--- src/rtl/plane_read_pkg.sv ---
// Package: shared sizes and register indices for the planar read path.
// Assumes four planes of one byte each; the indices are fixed by the
// register port decode.
package plane_read_pkg;
    localparam int NPLANES  = 4;
    localparam int PIXW     = 8;               // pixels per plane byte
    localparam int SELW     = $clog2(NPLANES);
    localparam int IDXW     = 4;

    localparam logic [IDXW-1:0] IDX_COLREF = 4'd2;
    localparam logic [IDXW-1:0] IDX_PLSEL  = 4'd4;
    localparam logic [IDXW-1:0] IDX_MODE   = 4'd5;
    localparam logic [IDXW-1:0] IDX_PXMASK = 4'd7;

    typedef enum logic {
        RD_PLANE = 1'b0,
        RD_MATCH = 1'b1
    } rd_mode_e;

    typedef struct packed {
        logic [NPLANES-1:0] colref;
        logic [NPLANES-1:0] pxmask;
        logic [SELW-1:0]    plsel;
        rd_mode_e           rmode;
        logic [1:0]         wmode;
    } rd_cfg_t;
endpackage

--- src/rtl/plane_cfg_regs.sv ---
// Module: plane_cfg_regs
// Index/data register file holding the read configuration. A write
// lands on the clock edge where cfg_wr is high. Unknown indices are
// dropped. Assumes synchronous active-low reset.
module plane_cfg_regs
    import plane_read_pkg::*;
(
    input  logic            clk,
    input  logic            rst_n,
    input  logic            cfg_wr,
    input  logic [IDXW-1:0] cfg_idx,
    input  logic [7:0]      cfg_wdata,
    output rd_cfg_t         cfg
);
    logic [1:0] unused_wbits;
    assign unused_wbits = cfg_wdata[7:6];

    // Decode the index and update one register per write.
    always_ff @(posedge clk) begin
        if (!rst_n) begin
            cfg.colref <= '0;
            cfg.pxmask <= '1;
            cfg.plsel  <= '0;
            cfg.rmode  <= RD_PLANE;
            cfg.wmode  <= '0;
        end else if (cfg_wr) begin
            case (cfg_idx)
                IDX_COLREF: cfg.colref <= cfg_wdata[NPLANES-1:0];
                IDX_PXMASK: cfg.pxmask <= cfg_wdata[NPLANES-1:0];
                IDX_PLSEL:  cfg.plsel  <= cfg_wdata[SELW-1:0];
                IDX_MODE: begin
                    cfg.rmode <= rd_mode_e'(cfg_wdata[3]);
                    cfg.wmode <= cfg_wdata[1:0];
                end
                default: ;
            endcase
        end
    end


    wmode_load_chk: assert property (@(posedge clk) disable iff (!rst_n)
        (cfg_wr && cfg_idx == IDX_MODE) |=> cfg.wmode == $past(cfg_wdata[1:0]));


    foreign_idx_chk: assert property (@(posedge clk) disable iff (!rst_n)
        (cfg_wr && cfg_idx != IDX_COLREF && cfg_idx != IDX_PXMASK &&
         cfg_idx != IDX_PLSEL && cfg_idx != IDX_MODE) |=> $stable(cfg));
endmodule

--- src/rtl/plane_latch_bank.sv ---
// Module: plane_latch_bank
// One byte latch per plane. All of them load together on a read strobe.
// Assumes plane p sits at bits [8p+7:8p] of the flat bus.
module plane_latch_bank
    import plane_read_pkg::*;
(
    input  logic                      clk,
    input  logic                      rst_n,
    input  logic                      load,
    input  logic [NPLANES*PIXW-1:0]   din,
    output logic [NPLANES*PIXW-1:0]   q
);
    for (genvar p = 0; p < NPLANES; p++) begin : g_plane
        // Capture this plane's byte on every read.
        always_ff @(posedge clk) begin
            if (!rst_n)    q[p*PIXW +: PIXW] <= '0;
            else if (load) q[p*PIXW +: PIXW] <= din[p*PIXW +: PIXW];
        end
    end


    latch_load_chk: assert property (@(posedge clk) disable iff (!rst_n)
        load |=> q == $past(din));


    latch_hold_chk: assert property (@(posedge clk) disable iff (!rst_n)
        !load |=> $stable(q));
endmodule

--- src/rtl/color_match.sv ---
// Module: color_match
// Combinational colour compare. It transposes the plane bytes into
// pixels and flags each pixel whose masked value equals the masked
// reference.
module color_match
    import plane_read_pkg::*;
(
    input  logic [NPLANES*PIXW-1:0] planes,
    input  logic [NPLANES-1:0]      colref,
    input  logic [NPLANES-1:0]      pxmask,
    output logic [PIXW-1:0]         hit
);
    for (genvar i = 0; i < PIXW; i++) begin : g_pix
        logic [NPLANES-1:0] pix;
        for (genvar p = 0; p < NPLANES; p++) begin : g_bit
            assign pix[p] = planes[p*PIXW + i];
        end
        // Compare only the planes the mask keeps.
        always_comb hit[i] = ((pix & pxmask) == (colref & pxmask));
    end
endmodule

--- src/rtl/plane_read_ctrl.sv ---
// Module: plane_read_ctrl (top)
// Read path of a four-plane video memory. On rd_en it loads the plane
// latches and registers the CPU return byte from the same plane data.
// Register writes take effect from the next cycle.
module plane_read_ctrl
    import plane_read_pkg::*;
(
    input  logic                    clk,
    input  logic                    rst_n,
    input  logic                    cfg_wr,
    input  logic [3:0]              cfg_idx,
    input  logic [7:0]              cfg_wdata,
    input  logic                    rd_en,
    input  logic [31:0]             plane_data,
    output logic [7:0]              cpu_rdata,
    output logic [31:0]             latch_q,
    output logic [1:0]              wr_mode
);
    rd_cfg_t         cfg;
    logic [PIXW-1:0] match_byte;
    logic [PIXW-1:0] plane_byte;
    logic [PIXW-1:0] rdata_nxt;

    plane_cfg_regs u_regs (
        .clk(clk), .rst_n(rst_n), .cfg_wr(cfg_wr), .cfg_idx(cfg_idx),
        .cfg_wdata(cfg_wdata), .cfg(cfg)
    );

    plane_latch_bank u_latch (
        .clk(clk), .rst_n(rst_n), .load(rd_en), .din(plane_data), .q(latch_q)
    );

    color_match u_match (
        .planes(plane_data), .colref(cfg.colref), .pxmask(cfg.pxmask),
        .hit(match_byte)
    );

    // Pick the selected plane's byte from the incoming data.
    always_comb plane_byte = plane_data[cfg.plsel*PIXW +: PIXW];

    // Choose the return byte by read mode.
    always_comb rdata_nxt = (cfg.rmode == RD_MATCH) ? match_byte : plane_byte;

    // Register the return byte together with the latch load.
    always_ff @(posedge clk) begin
        if (!rst_n)     cpu_rdata <= '0;
        else if (rd_en) cpu_rdata <= rdata_nxt;
    end

    assign wr_mode = cfg.wmode;


    rdata_hold_chk: assert property (@(posedge clk) disable iff (!rst_n)
        !rd_en |=> $stable(cpu_rdata));


    mask_zero_chk: assert property (@(posedge clk) disable iff (!rst_n)
        (rd_en && cfg.rmode == RD_MATCH && cfg.pxmask == '0) |=> cpu_rdata == 8'hFF);


    plane_sel_chk: assert property (@(posedge clk) disable iff (!rst_n)
        (rd_en && cfg.rmode == RD_PLANE) |=> cpu_rdata == latch_q[cfg.plsel*PIXW +: PIXW]);
endmodule

--- config.mk ---
export PLATFORM = sky130hd
export DESIGN_NAME = plane_read_ctrl
export DESIGN_NICKNAME = d
export VERILOG_FILES = /design/src/rtl/plane_read_pkg.sv /design/src/rtl/plane_cfg_regs.sv /design/src/rtl/plane_latch_bank.sv /design/src/rtl/color_match.sv /design/src/rtl/plane_read_ctrl.sv
export SDC_FILE = /design/constraint.sdc
export NUM_CORES = 1
export LEC_CHECK = 0
export ABC_CLOCK_PERIOD_IN_PS = 3900
export BUFFER_PORTS_ARGS = -buffer_cell sky130_fd_sc_hd__buf_2
export CORE_UTILIZATION = 54
export CTS_CLUSTER_DIAMETER = 150
export CTS_CLUSTER_SIZE = 24
export DETAILED_ROUTE_END_ITERATION = 10
export GPL_TIMING_DRIVEN = 0
export MAX_ROUTING_LAYER = met4
export PLACE_DENSITY = 0.84
export SLEW_MARGIN = 20
export SYNTH_ARGS = -nofsm -noshare
export SYNTH_HDL_FRONTEND = slang
export SYNTH_SLANG_ARGS = --single-unit
--- constraint.sdc ---
create_clock -name clk -period 3.9 [get_ports clk]
set_clock_uncertainty 0.2 [all_clocks]
set_input_delay 0.585 -clock clk [delete_from_list [all_inputs] [get_ports clk]]
set_output_delay 0.585 -clock clk [all_outputs]
set_load 0.005 [all_outputs]
==> flow_metrics.env <==
export IMPL_avgSynthCellArea_um2=9.27
export IMPL_root_buffer="clkbuf_8"
export IMPL_timing_fmax_mhz=564
export IMPL_die_h_um=73.2
export IMPL_dpl_cell_area_um2=3240
export IMPL_diodes=0
export IMPL_synth_area_leaders="dfxtp_1, mux2i_1, xor2_1"
export IMPL_period_share=0.455
export IMPL_cts_hold_buf=0
export IMPL_clockBufferDepth=2
export IMPL_drt_iter0_drc=210
export IMPL_critPathMaxFanout=10
export IMPL_syn_nets=343
export IMPL_cts_setup_buffers=0
export IMPL_hp_start="u_regs.cfg[0]"
export IMPL_async_flop_share=0
export IMPL_required_ns=3.91
export IMPL_boundaryPins=90
export IMPL_worstRegToRegCells=4
export IMPL_clock_sink_count=53
export IMPL_grt_pass1_wl_mm=11.1
export IMPL_viasPerCell=5.56
export IMPL_reg2reg_slack_ns=2.13
export IMPL_synth_seq_cells=53
export IMPL_start_util=0.572
export IMPL_ys_seq_area_frac=0.388
export IMPL_routed_via_count=2525
export IMPL_synth_edf_count=0
export IMPL_grt_overflow=0
export IMPL_cts_buffers=5
export IMPL_design_area_um2=3330
export IMPL_fin_nets=434
export IMPL_fin_setup_tns_ns=0
export IMPL_leakagePower_nw=1.59
export IMPL_synth_ff_type="dfxtp_1"
export IMPL_synth_top_cell_area_share=0.388
export IMPL_clk_latency_ns=0.31
export IMPL_gp_congestion=0.892
export IMPL_synth_cell_type_count=30
export IMPL_critPathLaunchType="flop"
export IMPL_setup_violations=0
export IMPL_p_per_area_nw_per_um2=323
export IMPL_cts_resized=0
export IMPL_drive_above_1_share=0.282
export IMPL_cts_clk_slew_worst_paths_ns=0.09
export IMPL_yosys_area_top_type="dfxtp_1"
export IMPL_period_needed_ns=1.77
export IMPL_dieArea_um2=5350
export IMPL_wl_per_cell_um=15.3
export IMPL_yosys_warnings=0
export IMPL_rr_startpoint="u_regs.cfg[2]"
export IMPL_yosysMostFrequentCell="dfxtp_1"
export IMPL_cts_tree="built"
export IMPL_ir_drop_mv=0.190
export IMPL_die_x_um=73.2
export IMPL_drtPass1Iterations=5
export IMPL_design_core_area_um2=4790
export IMPL_netlist_area_um2=2740
export IMPL_critPathKind="reg2reg"
export IMPL_antenna_found_initial=0
export IMPL_min_path_type="reg2reg"
export IMPL_rsz0062_at_grt="no"
export IMPL_worst_pin_slew_ns=0.574
export IMPL_grt_pass1_vias=2430
export IMPL_htreeDepth=2
export IMPL_io_buffers=84
export IMPL_row_count=25
export IMPL_hold_viol_final=0
export IMPL_place_hpwl_mm=5.16
export IMPL_setup_ws_ns=2.13
export IMPL_track_usage=0.280
export IMPL_arrival_ns=1.78
export IMPL_worstSetupEndpointType="flop"
export IMPL_synthTopCellsByCount="dfxtp_1, nor2_1, mux2i_1, xor2_1"
export IMPL_area_growth_synth_to_final_pct=21.6
export IMPL_drv_cap=0
export IMPL_r2r_end="cpu_rdata[1]"
export IMPL_routed_wirelength_mm=6.94
export IMPL_synth_cells=295
export IMPL_hold_path_end="u_regs.cfg[0]"
export IMPL_status="completed"
export IMPL_drc=0
export IMPL_ant_nets=0
export IMPL_report_final_slew_viol_count=0
export IMPL_max_slew_margin_rel=0.618
export IMPL_whs_path_depth=2
export IMPL_post_place_ws_ns=1.86
export IMPL_grt_max_degree=17
## per-stage QoR
step           hold WS [ns]  utilization  power [mW]  std cells
5_1_grt               0.328        0.695        1.12        454
3_3_place_gp          0.265        0.677       0.771        446
4_1_cts               0.291        0.695        1.08        454
2_1_floorplan         0.254            -       0.694        295
6_report              0.288        0.695        1.08        454
3_5_place_dp          0.273        0.677       0.778        446
## cell usage in the layout (no fill, tap or decap)
cell type   count
nand2b_1        1
nand2_1         2
clkbuf_8        5
mux4_2          2
xor2_1         32
and3_1          1
nand4b_1        1
a21oi_1        15
a222oi_1        8
buf_1           5
and3b_1         2
a22o_1          6
buf_6           1
nor4bb_1        1
inv_1           3
buf_2          94
clkinv_2        2
and4b_1         1
dfxtp_1        53
clkbuf_1       10
o21ai_0        13
buf_4           2
nand3b_1        3
a32o_1          2
clkinvlp_4      1
o211ai_1        6
nor2_1         45
or2_2           2
a31o_1          2
nand4bb_1       1
o221ai_1        6
nand3_1        15
mux2i_1        44
## layer usage
layer | vias to the layer above | share of wire | wire [µm] | track usage
met2 | 107 | 0.49 | 3370 | 0.466
li1 | 1232 | - | - | -
met3 | 6 | 0.066 | 457 | 0.0414
met4 | 0 | 0.010 | 71 | 0.0959
met1 | 1180 | 0.44 | 3040 | 0.347
met5 | - | 0 | 0 | -
## report_power, final
part           total, mW  switching, mW  internal [mW]
combinational      0.185         0.0999         0.0856
clock              0.308          0.184          0.124
sequential         0.582         0.0137          0.568
## cells by family after synthesis
group           share of synthesized area
compound gates                      0.149
mux                                 0.177
simple gates                        0.130
flops                               0.388
buf+inv                            0.0526
xor+xnor                            0.102
## worst max path at each step
stage	end	cells after the start	start	slack [ns]
floorplan	cpu_rdata[0]	4	rd_en	2.16
global placement	cpu_rdata[0]	4	rd_en	1.85
detailed placement	cpu_rdata[1]	4	rd_en	1.86
CTS	cpu_rdata[1]	5	u_regs.cfg[3]	2.16
global route	cpu_rdata[6]	5	u_regs.cfg[3]	2.03
finish	cpu_rdata[1]	4	u_regs.cfg[2]	2.13
## sequential cells by signal, indices dropped and copies added, names as in the netlist
name and flops:
u_latch.q 32, u_regs.cfg 13, cpu_rdata 8
## critical path, cell delays in order (launching register included)
cell and delay (ns):
dfxtp_1 0.33, clkbuf_1 0.35, nand2b_1 0.33, o221ai_1 0.19, a22o_1 0.27
## final cells by class
type	count	area, µm²
Clock inverter	3	17.5
Inverter	3	11.3
Sequential cell	53	1060
Multi-Input combinational cell	211	1530
Fill cell	390	1460
Clock buffer	5	68.8
Timing Repair Buffer	84	420
Tap cell	67	83.8
Buffer	28	133
(Power assumes the default switching activity.)
